`src/rtl/tbm_pkg.sv`:
```
package tbm_pkg;
   localparam int WORD_W     = 32;
   localparam int OOB_BIT    = 31;
   localparam int PL_BIT     = 30;
   localparam int NT_LSB     = 27;
   localparam int NT_W       = 3;
   localparam int SUM_W      = 4;
   localparam int TILE_W     = 11;
   localparam int INTILE_W   = 9;
   localparam int SUM_LSB    = 12;
   localparam int TILE_LSB   = 16;
   localparam int PLFLAG_BIT = 11;
   localparam int CALC_W     = 16;
endpackage

```
`src/rtl/tbm_swizzle.sv`:
```
module tbm_swizzle
   import tbm_pkg::*;
(
   input  logic [WORD_W-1:0]   x_w,
   input  logic [WORD_W-1:0]   y_w,
   output logic [INTILE_W-1:0] intile
);
   always_comb begin
      intile[3:0] = x_w[19:16];
      intile[4]   = y_w[16];
      intile[5]   = y_w[17];
      intile[6]   = x_w[20];
      intile[7]   = y_w[18];
      intile[8]   = x_w[21];
   end
endmodule

```
`src/rtl/tbm_tile_compose.sv`:
```
module tbm_tile_compose
   import tbm_pkg::*;
#(
   parameter bit IS_3D    = 1'b1,
   parameter int TILE_CAP = 5
) (
   input  logic [WORD_W-1:0] x_w,
   input  logic [WORD_W-1:0] y_w,
   input  logic [WORD_W-1:0] z_w,
   output logic [SUM_W-1:0]  shift_sum,
   output logic [TILE_W-1:0] tile_off
);
   localparam logic [NT_W-1:0] CAP_V = NT_W'(TILE_CAP);

   logic [NT_W-1:0]   ntx, nty, ntz, bw, cw;
   logic [CALC_W-1:0] a_v, b_v, c_v, mask_b, mask_c, comp;

   generate
      if (IS_3D) begin : g_z_on
         assign ntz = z_w[NT_LSB +: NT_W];
      end else begin : g_z_off
         assign ntz = '0;
      end
   endgenerate

   always_comb begin
      ntx    = {{(NT_W-1){1'b0}}, x_w[NT_LSB]};
      nty    = y_w[NT_LSB +: NT_W];
      bw     = (nty > CAP_V) ? CAP_V : nty;
      cw     = (ntz > CAP_V) ? CAP_V : ntz;
      mask_b = (CALC_W'(1) << bw) - CALC_W'(1);
      mask_c = (CALC_W'(1) << cw) - CALC_W'(1);
      a_v    = {{(CALC_W-1){1'b0}}, x_w[22] & x_w[NT_LSB]};
      b_v    = {{(CALC_W-5){1'b0}}, y_w[23:19]} & mask_b;
      c_v    = {{(CALC_W-8){1'b0}}, z_w[23:16]} & mask_c;
      comp   = (((c_v << nty) | b_v) << ntx) | a_v;
      tile_off = x_w[NT_LSB] ? comp[TILE_W-1:0] : {1'b0, comp[TILE_W-2:0]};
      shift_sum = {1'b0, ntx} + {1'b0, nty} + {1'b0, ntz};
   end
endmodule

```
`src/rtl/tbm_pitch.sv`:
```
module tbm_pitch
   import tbm_pkg::*;
(
   input  logic [WORD_W-1:0] x_w,
   input  logic [WORD_W-1:0] z_w,
   output logic [7:0]        byte_off,
   output logic [NT_W-1:0]   el_log2
);
   always_comb begin
      el_log2  = x_w[NT_LSB +: NT_W];
      byte_off = z_w[7:0] << el_log2;
   end
endmodule

```
`src/rtl/tile_bf_merge.sv`:
```
module tile_bf_merge
   import tbm_pkg::*;
#(
   parameter bit IS_3D    = 1'b1,
   parameter int TILE_CAP = 5
) (
   input  logic              clk,
   input  logic              rst_n,
   input  logic              in_valid,
   input  logic [WORD_W-1:0] x_word,
   input  logic [WORD_W-1:0] y_word,
   input  logic [WORD_W-1:0] z_word,
   output logic              out_valid,
   output logic [WORD_W-1:0] out_field,
   output logic              out_oob
);
   generate
      if (TILE_CAP < 1 || TILE_CAP > 7) begin : g_bad_cap
         $error("tile_bf_merge: TILE_CAP must lie in 1..7");
      end
   endgenerate

   logic [INTILE_W-1:0] intile;
   logic [SUM_W-1:0]    shift_sum;
   logic [TILE_W-1:0]   tile_off;
   logic [7:0]          pl_byte;
   logic [NT_W-1:0]     pl_el;
   logic                is_pl, nxt_oob, z_oob;
   logic [WORD_W-1:0]   bl_field, pl_field, nxt_field;

   tbm_swizzle u_swz (
      .x_w    (x_word),
      .y_w    (y_word),
      .intile (intile)
   );

   tbm_tile_compose #(.IS_3D(IS_3D), .TILE_CAP(TILE_CAP)) u_tile (
      .x_w       (x_word),
      .y_w       (y_word),
      .z_w       (z_word),
      .shift_sum (shift_sum),
      .tile_off  (tile_off)
   );

   tbm_pitch u_pitch (
      .x_w      (x_word),
      .z_w      (z_word),
      .byte_off (pl_byte),
      .el_log2  (pl_el)
   );

   generate
      if (IS_3D) begin : g_zoob_on
         assign z_oob = z_word[OOB_BIT];
      end else begin : g_zoob_off
         assign z_oob = 1'b0;
      end
   endgenerate

   always_comb begin
      is_pl   = x_word[PL_BIT] | y_word[PL_BIT];
      nxt_oob = x_word[OOB_BIT] | y_word[OOB_BIT] | z_oob;

      bl_field = '0;
      bl_field[INTILE_W-1:0]              = intile;
      bl_field[SUM_LSB +: SUM_W]          = shift_sum;
      bl_field[TILE_LSB +: TILE_W]        = tile_off;

      pl_field = '0;
      pl_field[7:0]                       = pl_byte;
      pl_field[SUM_LSB +: NT_W]           = pl_el;
      pl_field[PLFLAG_BIT]                = 1'b1;

      nxt_field = is_pl ? pl_field : bl_field;
   end

   always_ff @(posedge clk or negedge rst_n) begin
      if (!rst_n) begin
         out_valid <= 1'b0;
         out_field <= '0;
         out_oob   <= 1'b0;
      end else begin
         out_valid <= in_valid;
         if (in_valid) begin
            out_field <= nxt_field;
            out_oob   <= nxt_oob;
         end
      end
   end
endmodule

```
`config.mk`:
```
export PLATFORM = sky130hd
export DESIGN_NAME = tile_bf_merge
export DESIGN_NICKNAME = d
export VERILOG_FILES = /design/src/rtl/tbm_pkg.sv /design/src/rtl/tbm_swizzle.sv /design/src/rtl/tbm_tile_compose.sv /design/src/rtl/tbm_pitch.sv /design/src/rtl/tile_bf_merge.sv
export SDC_FILE = /design/constraint.sdc
export NUM_CORES = 1
export LEC_CHECK = 0
export BUFFER_PORTS_ARGS = -buffer_cell sky130_fd_sc_hd__buf_4
export CAP_MARGIN = 20
export CORE_MARGIN = 3
export CORE_UTILIZATION = 43
export CTS_CLUSTER_DIAMETER = 200
export DETAILED_ROUTE_END_ITERATION = 16
export HOLD_SLACK_MARGIN = 0.1
export PLACE_DENSITY = 0.81
export SKIP_LAST_GASP = 1
export SLEW_MARGIN = 20
export SYNTH_ARGS = -nofsm -noshare
export SYNTH_HDL_FRONTEND = slang
export SYNTH_SLANG_ARGS = --single-unit
export TNS_END_PERCENT = 30
```
`constraint.sdc`:
```
create_clock -name clk -period 0.8 [get_ports clk]
set_input_delay 0 -clock clk [delete_from_list [all_inputs] [get_ports clk]]
set_output_delay 0 -clock clk [all_outputs]
set_load 0.005 [all_outputs]
```
# After elaboration in Yosys (flattened, before gate mapping)
# Cells that the tools add are included.
# Widths: inputs -> output; s select.
dict set report word_totals {
  ff_bits 34
  input_bits 99
  output_inout_bits 34
  word_cells 26
}
dict set report op_classes {
  add_sub_neg 4
  order_cmp 2
  shifts 5
  mux 4
  n_bitwise 8
}
# operator n
set ops {}
lappend ops {{$shl 1x3->16 const A} 2}
lappend ops {{$sub 16x2->16 const B} 2}
lappend ops {{$mux 27} 1}
lappend ops {{$and 5x16->16} 1}
lappend ops {{$and 8x16->16} 1}
lappend ops {{$or 16x16->16} 1}
lappend ops {{$shl 16x1->11} 1}
lappend ops {{$shl 16x3->16} 1}
lappend ops {{$mux 11} 1}
lappend ops {{$or 11x1->11} 1}
lappend ops {{$shl 8x3->8} 1}
lappend ops {{$gt 3x3->1 const B} 2}
lappend ops {{$mux 3} 2}
lappend ops {{$add 1x3->4} 1}
lappend ops {{$add 4x3->4} 1}
lappend ops {{$or 1x1->1} 3}
lappend ops {{$and 1x1->1} 1}

# Logic depth before layout (Yosys ltp)
# Gate-level depths: netlist of the first run.
dict set report logic_depth {
  word_depth 11
  mapped_depth 9
  mapped_depth_nobuf 8
}

# By module
# Synthesis of the first run repeated with hierarchy kept, for this count alone.
dict set report unflattened {
  cells_unflattened 272
  hier_area_um2 2260.9
}
# module n_inst cells_each area_per_inst_um2 seq_area_each_um2
set by_module_without_submodules {}
lappend by_module_without_submodules {tile_bf_merge 1 135 1267.5 675.6}
lappend by_module_without_submodules {tbm_tile_compose 1 93 630.6 0.0}
lappend by_module_without_submodules {tbm_pitch 1 35 295.3 0.0}
lappend by_module_without_submodules {tbm_swizzle 1 9 67.6 0.0}

# Worst setup path before layout of the first run
# No wires, ideal clock.
dict set report synth_timing {
  path_type {input port to flip-flop}
  start {input port z_word[29]}
  end {register out_field[19]}
  setup_ns 0.145
  arrival_time_ns 1.546
  t_required_ns 0.655
  slack_ns -0.891
  path_stages 9
  path_buffers 1
  cell_sequence {buf_6 -> nor2_1 -> nand2_1 -> ha_1 -> and3b_1 -> mux2i_1 -> a211oi_1 -> a311oi_1 -> o221ai_1}
}
dict set report synth_between {
  elab_chain_len 11
}
# element line
set synth_rtl {}
lappend synth_rtl {{start, declared} tile_bf_merge.sv:12} ;# input logic [WORD_W-1:0] z_word,
lappend synth_rtl {{$gt 3x3->1} tbm_tile_compose.sv:30} ;# cw = (ntz > CAP_V) ? CAP_V : ntz;
lappend synth_rtl {{$mux 3 *} tbm_tile_compose.sv:30}
lappend synth_rtl {{$shl 1x3->16 *} tbm_tile_compose.sv:32} ;# mask_c = (CALC_W'(1) << cw) - CALC_W'(1);
lappend synth_rtl {{$sub 16x2->16 *} tbm_tile_compose.sv:32}
lappend synth_rtl {{$and 8x16->16 *} tbm_tile_compose.sv:35} ;# c_v = {{(CALC_W-8){1'b0}}, z_w[23:16]} & mask_c;
lappend synth_rtl {{$shl 16x3->16 *} tbm_tile_compose.sv:36} ;# comp = (((c_v << nty) | b_v) << ntx) | a_v;
lappend synth_rtl {{$or 16x16->16 *} tbm_tile_compose.sv:36}
lappend synth_rtl {{$shl 16x1->11 *} tbm_tile_compose.sv:36}
lappend synth_rtl {{$or 11x1->11 *} tbm_tile_compose.sv:36}
lappend synth_rtl {{$mux 11 *} tbm_tile_compose.sv:37} ;# tile_off = x_w[NT_LSB] ? comp[TILE_W-1:0] : {1'b0, comp[TILE_W-2:0]};
lappend synth_rtl {{$mux 27 *} tile_bf_merge.sv:74} ;# nxt_field = is_pl ? pl_field : bl_field;
lappend synth_rtl {{end signal, assigned} tile_bf_merge.sv:85} ;# out_field <= nxt_field;
lappend synth_rtl {{end, declared} tile_bf_merge.sv:14} ;# output logic [WORD_W-1:0] out_field,
# Every way passes the cells marked *; elsewhere a longest branch is shown, timed or not.
# A chain may end at the register's enable or synchronous reset.

# Final worst setup path of the first run
dict set report layout_timing {
  start {input port z_word[27]}
  end {register out_field[25]}
}
# Same word-level chain as after synthesis.

==> summary.md, run 1 <==
| Metric | Value |
|---|---|
| Status | `finished, violations left` |
| Violated checks | `hold timing, setup timing` |
| Floorplan die width | `76.2 µm` |
| Most common cell in the synthesized netlist | `dfrtp_1` |
| Clock Root Buffer | `clkbuf_8` |
| Die footprint | `5800 µm²` |
| Global-route wire length before repair | `10,800 µm` |
| Wire length per cell after detailed routing | `16.7 µm` |
| Unrepaired setup endpoints after global routing | `true` |
| Synth top area cells | `dfrtp_1, mux2i_1, mux4_2, nor2_1, mux2_2` |
| Via density | `5.62` |
| Worst min-delay path startpoint | `x_word[18]` |
| GRT Resource Usage Total | `22.9%` |
| Fraction of layout cells with a size suffix above 1 | `49.7%` |
| Area taken by flip-flops and latches | `676 µm²` |
| Final TNS setup | `-6630 ps` |
| Number of different library cells in the post-synthesis netlist | `58` |
| Area growth, synth to finish | `60.1%` |
| Grt total ovfl | `0` |
| Max-capacitance violation count | `0` |
| Clock sinks | `27` |
| Final worst-path cycle share | `167%` |
| Setup slack, reg-to-reg | `30 ps` |
| Final setup violation count | `46` |
| Seq/Total Area, Yosys | `31.9%` |
| Hold buffer count at cts | `6` |
| Mapped Cells | `231` |
| Startpoint of the most critical setup path | `z_word[27]` |
| CP Capture Type | `flip-flop` |
| Post-layout worst setup margin | `-537 ps` |
| Clock period minus worst slack | `1340 ps` |
| Share of flip-flops with an asynchronous set or reset | `100%` |
| H-tree Lvls | `1` |
| Peak supply drop | `0.792 mV` |
| I/O Pins | `133` |
| Worst hold-check slack | `-22.2 ps` |
| Initial antenna violation count | `0` |
| Number of hold violations in the final report | `2` |
| Post-Syn Area | `2120 µm²` |
| Ranking of synthesized cells by instance count | `dfrtp_1, nor2_1, nand2_1` |
| Placed instance count | `396` |
| Layout Nets | `456` |
| Clock insertion delay at the later pin of the skew report | `280 ps` |
| Total wire length after detailed routing | `6940 µm` |
| Via count of the routed design | `2,334` |
| Core Footprint | `4560 µm²` |
| Clock edge transition at the registers on the reported setup and hold paths | `90 ps` |
| Leak pwr | `1.60 nW` |
| Top FF cell, synth | `dfrtp_1` |
| Setup clock skew after layout | `0 ps` |
| Worst Hold Class | `in -> reg` |
| Non-filler instance count after layout | `415` |
| Largest net degree at the start of global routing | `28` |
| Final count of pins violating max slew | `0` |
| Category of the worst setup path launch point | `input port` |
| Via count of the first global-routing pass | `2,221` |
| Fmax achieved | `748 MHz` |
| Num rows | `24` |
| Weighted congestion at the end of routability-driven global placement | `0.933` |
| Final routed DRC violation total | `0` |
| Number of DRC markers in iteration 0 | `223` |
| Required arrival time at the worst endpoint | `980 ps` |
| Setup CP Type | `in -> reg` |
| Number of buffers added on ports | `72` |
| Reg-to-reg critical path startpoint | `out_field[14]` |
| TritonCTS clock tree | `done` |
| Initial core utilization | `46.4%` |
| Number of enable-type register cells in the synthesized netlist | `0` |
| Data arrival time of the worst path | `1520 ps` |
| Flip-flop and latch count after synthesis | `27` |
| Share of the synthesized area in the top cell type | `31.9%` |
| HPWL Detailed | `5040 µm` |
| Fillers | `331` |
| Die H | `76.2 µm` |
| Power density over the cells | `1170 nW/µm²` |
| YS warnings | `0` |
| Per-instance average area after synthesis | `9.17 µm²` |
| Count of antenna-violating nets left after detailed routing | `0` |
| Detailed-router iteration count before antenna repair | `4` |
| Core occupancy in the finished layout | `74.3%` |
| Biggest fanout along the worst timing path | `6` |
| Final antenna diode count | `0` |
| CTS Buf Count | `3` |
| Area of the multi-input gates | `1430 µm²` |
| Post-synthesis cell type with the largest combined area | `dfrtp_1` |
| Maximum number of buffers from clock root to sink | `2` |
through the flow:
| step | area, µm² | power, mW | hold slack [ps] | setup WS (ps) |
|---|---|---|---|---|
| floorplan | 2210 | 2.26 | -296 | -664 |
| global placement | 3020 | 2.93 | -73.1 | -780 |
| detailed placement | 3020 | 2.96 | -67.8 | -888 |
| CTS | 3300 | 3.87 | -18.1 | -511 |
| global route | 3390 | 4.18 | 10.3 | -617 |
| finish | 3390 | 3.95 | -22.2 | -537 |
layer usage:
metal	GRT usage, %	vias up	part of all wire (%)	wire length [µm]
li1	-	1083	-	-
met1	27.9	1093	38	2660
met2	40.5	126	51	3520
met3	4.61	32	7.0	485
met4	7.43	0	4.1	284
met5	0	-	0	0
worst paths after layout:
check	endpoint	cells past startpoint
min in group asynchronous	out_field[18]	2
setup reg to reg	out_field[14]	1
setup / recovery	out_field[25]	10
hold reg to reg	out_field[11]	1
hold / removal	out_field[2]	3
max in group asynchronous	out_field[6]	2
critical path, stage by stage:
cell and delay, ps:
buf_8 110, buf_4 120, nand2_2 70, ha_4 190, nand4bb_4 130, buf_4 160
nor3_1 220, a21oi_1 100, o211a_1 150, o32ai_2 260
cells by family after synthesis:
logic type / synth area share [%]
AOI/OAI and AO/OA: 22.3
xor gates and xnor gates: 0.827
muxes: 13.6
other: 0.177
and+or+nand+nor: 17.0
DFF: 31.9
buffers and inverters: 9.92
adders and majority gates: 4.25
state kept, by name (all words and copies together), names as in the netlist:
register	cells
out_oob	1
out_valid	1
out_field	25
final cells by class:
type	instances	share of cell area, %
multi-input cells	176	42.1
repair buffers	131	32.5
flip-flops and latches	27	19.9
well taps	65	2.40
inverters	12	1.70
clock buffers	3	1.22
clock inverters	1	0.148
layout by cell type, fill, tap and decap left out, types with 3 or more instances in the layout:
master           n
conb_1           7
buf_4          109
o2bb2ai_1        3
dfrtp_1         27
dlygate4sd3_1    5
o21ai_1         10
buf_12           4
mux4_2           4
nor2_1          21
a311oi_2         4
buf_6           10
a31oi_1          3
clkbuf_8         3
mux2i_1         10
a21oi_1         12
o21ai_0          5
nand2_1         19
o221ai_1         5
mux2_2           5
inv_1            7
nand3_1          6
timing repair:
| item | in CTS | in global routing |
|---|---|---|
| resized for setup | 31 | 14 |
| endpoints found under the hold margin | 44 | 10 |
| setup buffers | 6 | 3 |
| endpoints found under the setup margin | 47 | 53 |
| pin swaps | 24 | 11 |
report_power, final:
group          internal [mW]  switching [mW]
combinational          0.904           0.704
sequential              1.48          0.0703
clock                  0.350           0.438
total                   2.74            1.21
No activity file was read; power rests on OpenSTA's default activity.
==> inputs of run 2 (changes only) <==
- ABC_AREA: not set -> 1
- CAP_MARGIN: 20 -> 10
- CORE_UTILIZATION: 43 -> 42
==> summary.md, run 2 <==
| Metric | Value |
|---|---|
| Maximum number of buffers from clock root to sink | `2 (unchanged)` |
| Post-Syn Area | `1970 µm² (was 2120 µm²)` |
| Core Footprint | `4440 µm² (was 4560 µm²)` |
| Flip-flop and latch count after synthesis | `27 (unchanged)` |
| Most common cell in the synthesized netlist | `nand2_1 (was dfrtp_1)` |
| Largest net degree at the start of global routing | `28 (unchanged)` |
| Worst Hold Class | `in -> reg (unchanged)` |
| Required arrival time at the worst endpoint | `1010 ps (was 980 ps)` |
| Commonest non-fill, non-tap cell in the layout | `buf_4 (unchanged)` |
| Total wire length after detailed routing | `6100 µm (was 6940 µm)` |
| Adder and majority cell fraction of the synthesized area | `4.58% (was 4.25%)` |
| Placed inst area | `2750 µm² (was 3020 µm²)` |
| Share of flip-flops with an asynchronous set or reset | `100% (unchanged)` |
| Wire length per cell after detailed routing | `13.8 µm (was 16.7 µm)` |
| Layout Nets | `497 (was 456)` |
| YS warnings | `0 (unchanged)` |
| CP Capture Type | `flip-flop (unchanged)` |
| I/O Pins | `133 (unchanged)` |
| Worst hold-check slack | `46.8 ps (was -22.2 ps)` |
| Leading registers by flop count | `out_field (25), out_oob (1), out_valid (1) (unchanged)` |
| Grt total ovfl | `0 (unchanged)` |
| Setup CP Type | `in -> reg (unchanged)` |
| Post-synthesis cell type with the largest combined area | `dfrtp_1 (unchanged)` |
| Number of hold violations in the final report | `0 (was 2)` |
| Weighted congestion at the end of routability-driven global placement | `0.882 (was 0.933)` |
| TritonCTS clock tree | `done (unchanged)` |
| Power density over the cells | `1200 nW/µm² (was 1170 nW/µm²)` |
| Mapped Cells | `276 (was 231)` |
| Core occupancy in the finished layout | `68.9% (was 74.3%)` |
| Hold buffer count at cts | `12 (was 6)` |
| Status | `finished, violations left (unchanged)` |
| Initial core utilization | `44.2% (was 46.4%)` |
| Post-synthesis xor/xnor area fraction | `0.446% (was 0.827%)` |
| Via count of the routed design | `2,303 (was 2,334)` |
| Seq/Total Area, Yosys | `34.4% (was 31.9%)` |
| Unrepaired setup endpoints after global routing | `true (unchanged)` |
| Die footprint | `5540 µm² (was 5800 µm²)` |
| Number of buffers added on ports | `72 (unchanged)` |
| HPWL Detailed | `4490 µm (was 5040 µm)` |
| Clock Root Buffer | `clkbuf_8 (unchanged)` |
| Main combinational cell family by area after synthesis | `simple AND/OR/NAND/NOR gates (was compound AO/OA/AOI/OAI gates)` |
| Detailed-router iteration count before antenna repair | `5 (was 4)` |
| Floorplan die width | `74.4 µm (was 76.2 µm)` |
| Initial antenna violation count | `0 (unchanged)` |
| GRT Resource Usage Total | `21.7% (was 22.9%)` |
| Share of the synthesized area in compound gates (AO/OA/AOI/OAI) | `14.1% (was 22.3%)` |
| Instance count along the most critical hold path | `3 (unchanged)` |
| Number of enable-type register cells in the synthesized netlist | `0 (unchanged)` |
| Post-synthesis simple-gate area fraction | `35.1% (was 17.0%)` |
| Post-layout worst setup margin | `-288 ps (was -537 ps)` |
| Die H | `74.4 µm (was 76.2 µm)` |
| Reg2Reg Depth | `1 (unchanged)` |
| Post-synthesis mux area share | `1.02% (was 13.6%)` |
| Count of antenna-violating nets left after detailed routing | `0 (unchanged)` |
| Flip-flop count of the largest register after layout | `25 (unchanged)` |
| Clock insertion delay at the later pin of the skew report | `270 ps (was 280 ps)` |
| Via density | `5.20 (was 5.62)` |
| Register containing the most flip-flops in the final layout | `out_field (unchanged)` |
| Setup clock skew after layout | `0 ps (unchanged)` |
| Area growth, synth to finish | `55.8% (was 60.1%)` |
| Data arrival time of the worst path | `1300 ps (was 1520 ps)` |
| Finished layout cell area | `3060 µm² (was 3390 µm²)` |
| Most frequent cells in the layout | `buf_4, nand2_1, nand3_1, dfrtp_1, nor2_1 (was buf_4, dfrtp_1, nor2_1, nand2_1, a21oi_1)` |
| Leak pwr | `1.59 nW (was 1.60 nW)` |
| Via count of the first global-routing pass | `2,131 (was 2,221)` |
| Category of the worst setup path launch point | `input port (unchanged)` |
| Total Power | `3.68 mW (was 3.95 mW)` |
| Violated checks | `setup timing (was hold timing, setup timing)` |
| Peak supply drop | `0.960 mV (was 0.792 mV)` |
| Clock period minus worst slack | `1090 ps (was 1340 ps)` |
| Fraction of layout cells with a size suffix above 1 | `41.4% (was 49.7%)` |
| Num rows | `24 (unchanged)` |
| Number of different library cells in the post-synthesis netlist | `34 (was 58)` |
| Final count of pins violating max slew | `0 (unchanged)` |
| Final worst-path cycle share | `136% (was 167%)` |
| Final routed DRC violation total | `0 (unchanged)` |
| Global-route wire length before repair | `9460 µm (was 10,800 µm)` |
| Top FF cell, synth | `dfrtp_1 (unchanged)` |
| Max-capacitance violation count | `0 (unchanged)` |
| Clock edge transition at the registers on the reported setup and hold paths | `90 ps (about the same)` |
| Final antenna diode count | `0 (unchanged)` |
| Number of DRC markers in iteration 0 | `185 (was 223)` |
| H-tree Lvls | `1 (unchanged)` |
| Share of the synthesized area in the top cell type | `34.4% (was 31.9%)` |
| CTS Buf Count | `3 (unchanged)` |
| Per-instance average area after synthesis | `7.12 µm² (was 9.17 µm²)` |
| Synth top area cells | `dfrtp_1, nand2_1, nand3_1, buf_4, o211ai_1 (was dfrtp_1, mux2i_1, mux4_2, nor2_1, mux2_2)` |
| Fmax achieved | `919 MHz (was 748 MHz)` |
| Clock sinks | `27 (unchanged)` |
| Biggest fanout along the worst timing path | `3 (was 6)` |
| Final setup violation count | `26 (was 46)` |
| Ranking of synthesized cells by instance count | `nand2_1, nand3_1, dfrtp_1 (was dfrtp_1, nor2_1, nand2_1)` |
run 2: metal layers:
metal | up-vias | GRT usage [%] | part of all wire (%)
met1 | 1067 | 26.4 | 40
met5 | - | 0 | 0
met3 | 14 | 3.38 | 5.0
met2 | 83 | 40.2 | 53
li1 | 1139 | - | -
met4 | 0 | 4.74 | 1.9
run 2: cell families after synthesis:
family                     count (synthesis)
DFF                                       27
AOI/OAI and AO/OA                         44
muxes                                      2
other                                      1
and+or+nand+nor                          156
buffers and inverters                     39
adders and majority gates                  6
xor gates and xnor gates                   1
run 2: final cells by class:
| cell class | count | area (µm²) |
|---|---|---|
| fillers | 360 | 1380 |
| multi-input cells | 216 | 1200 |
| repair buffers | 123 | 983 |
| flip-flops and latches | 27 | 676 |
| inverters | 21 | 88.8 |
| well taps | 52 | 65.1 |
| clock buffers | 3 | 41.3 |
| clock inverters | 1 | 5.00 |
run 2: worst paths after layout:
path | slack, ps | endpoint | from
min in group asynchronous | 170 | out_field[8] | rst_n
setup reg to reg | 60 | out_field[8] | out_field[8]
max in group asynchronous | 370 | out_field[22] | rst_n
hold reg to reg | 480 | out_field[22] | out_field[22]
setup / recovery | -290 | out_field[26] | z_word[29]
hold / removal | 50 | out_field[4] | y_word[16]
run 2: what timing repair did:
action / CTS / global route
endpoints found under the hold margin: 42 / 3
buffers inserted: 3 / 1
setup endpoints to repair: 32 / 46
resized for setup: 15 / 15
cloned: 0 / 0
pin swaps: 22 / 18
run 2: where the power goes:
part | switching [mW] | internal [mW]
logic | 0.661 | 0.707
clock network | 0.414 | 0.349
registers | 0.0663 | 1.48
total | 1.14 | 2.54
run 2: through the flow:
step	TNS [ps]	instances	worst slack [ps]
floorplan	-4910	282	-656
global placement	-8430	423	-526
detailed placement	-8960	423	-551
CTS	-2410	442	-209
global route	-5150	443	-352
finish	-3390	443	-288
run 2: worst max-delay path, cell delays in order:
cell and delay, ps:
buf_8 100, nor2_4 130, nand2_2 90, ha_4 180
nand3_1 120, nand3_2 110, nand2_2 90, nand2_1 70
nand2_2 90, nand3_2 100, a21oi_2 130, nand2_1 50
nand2_1 50
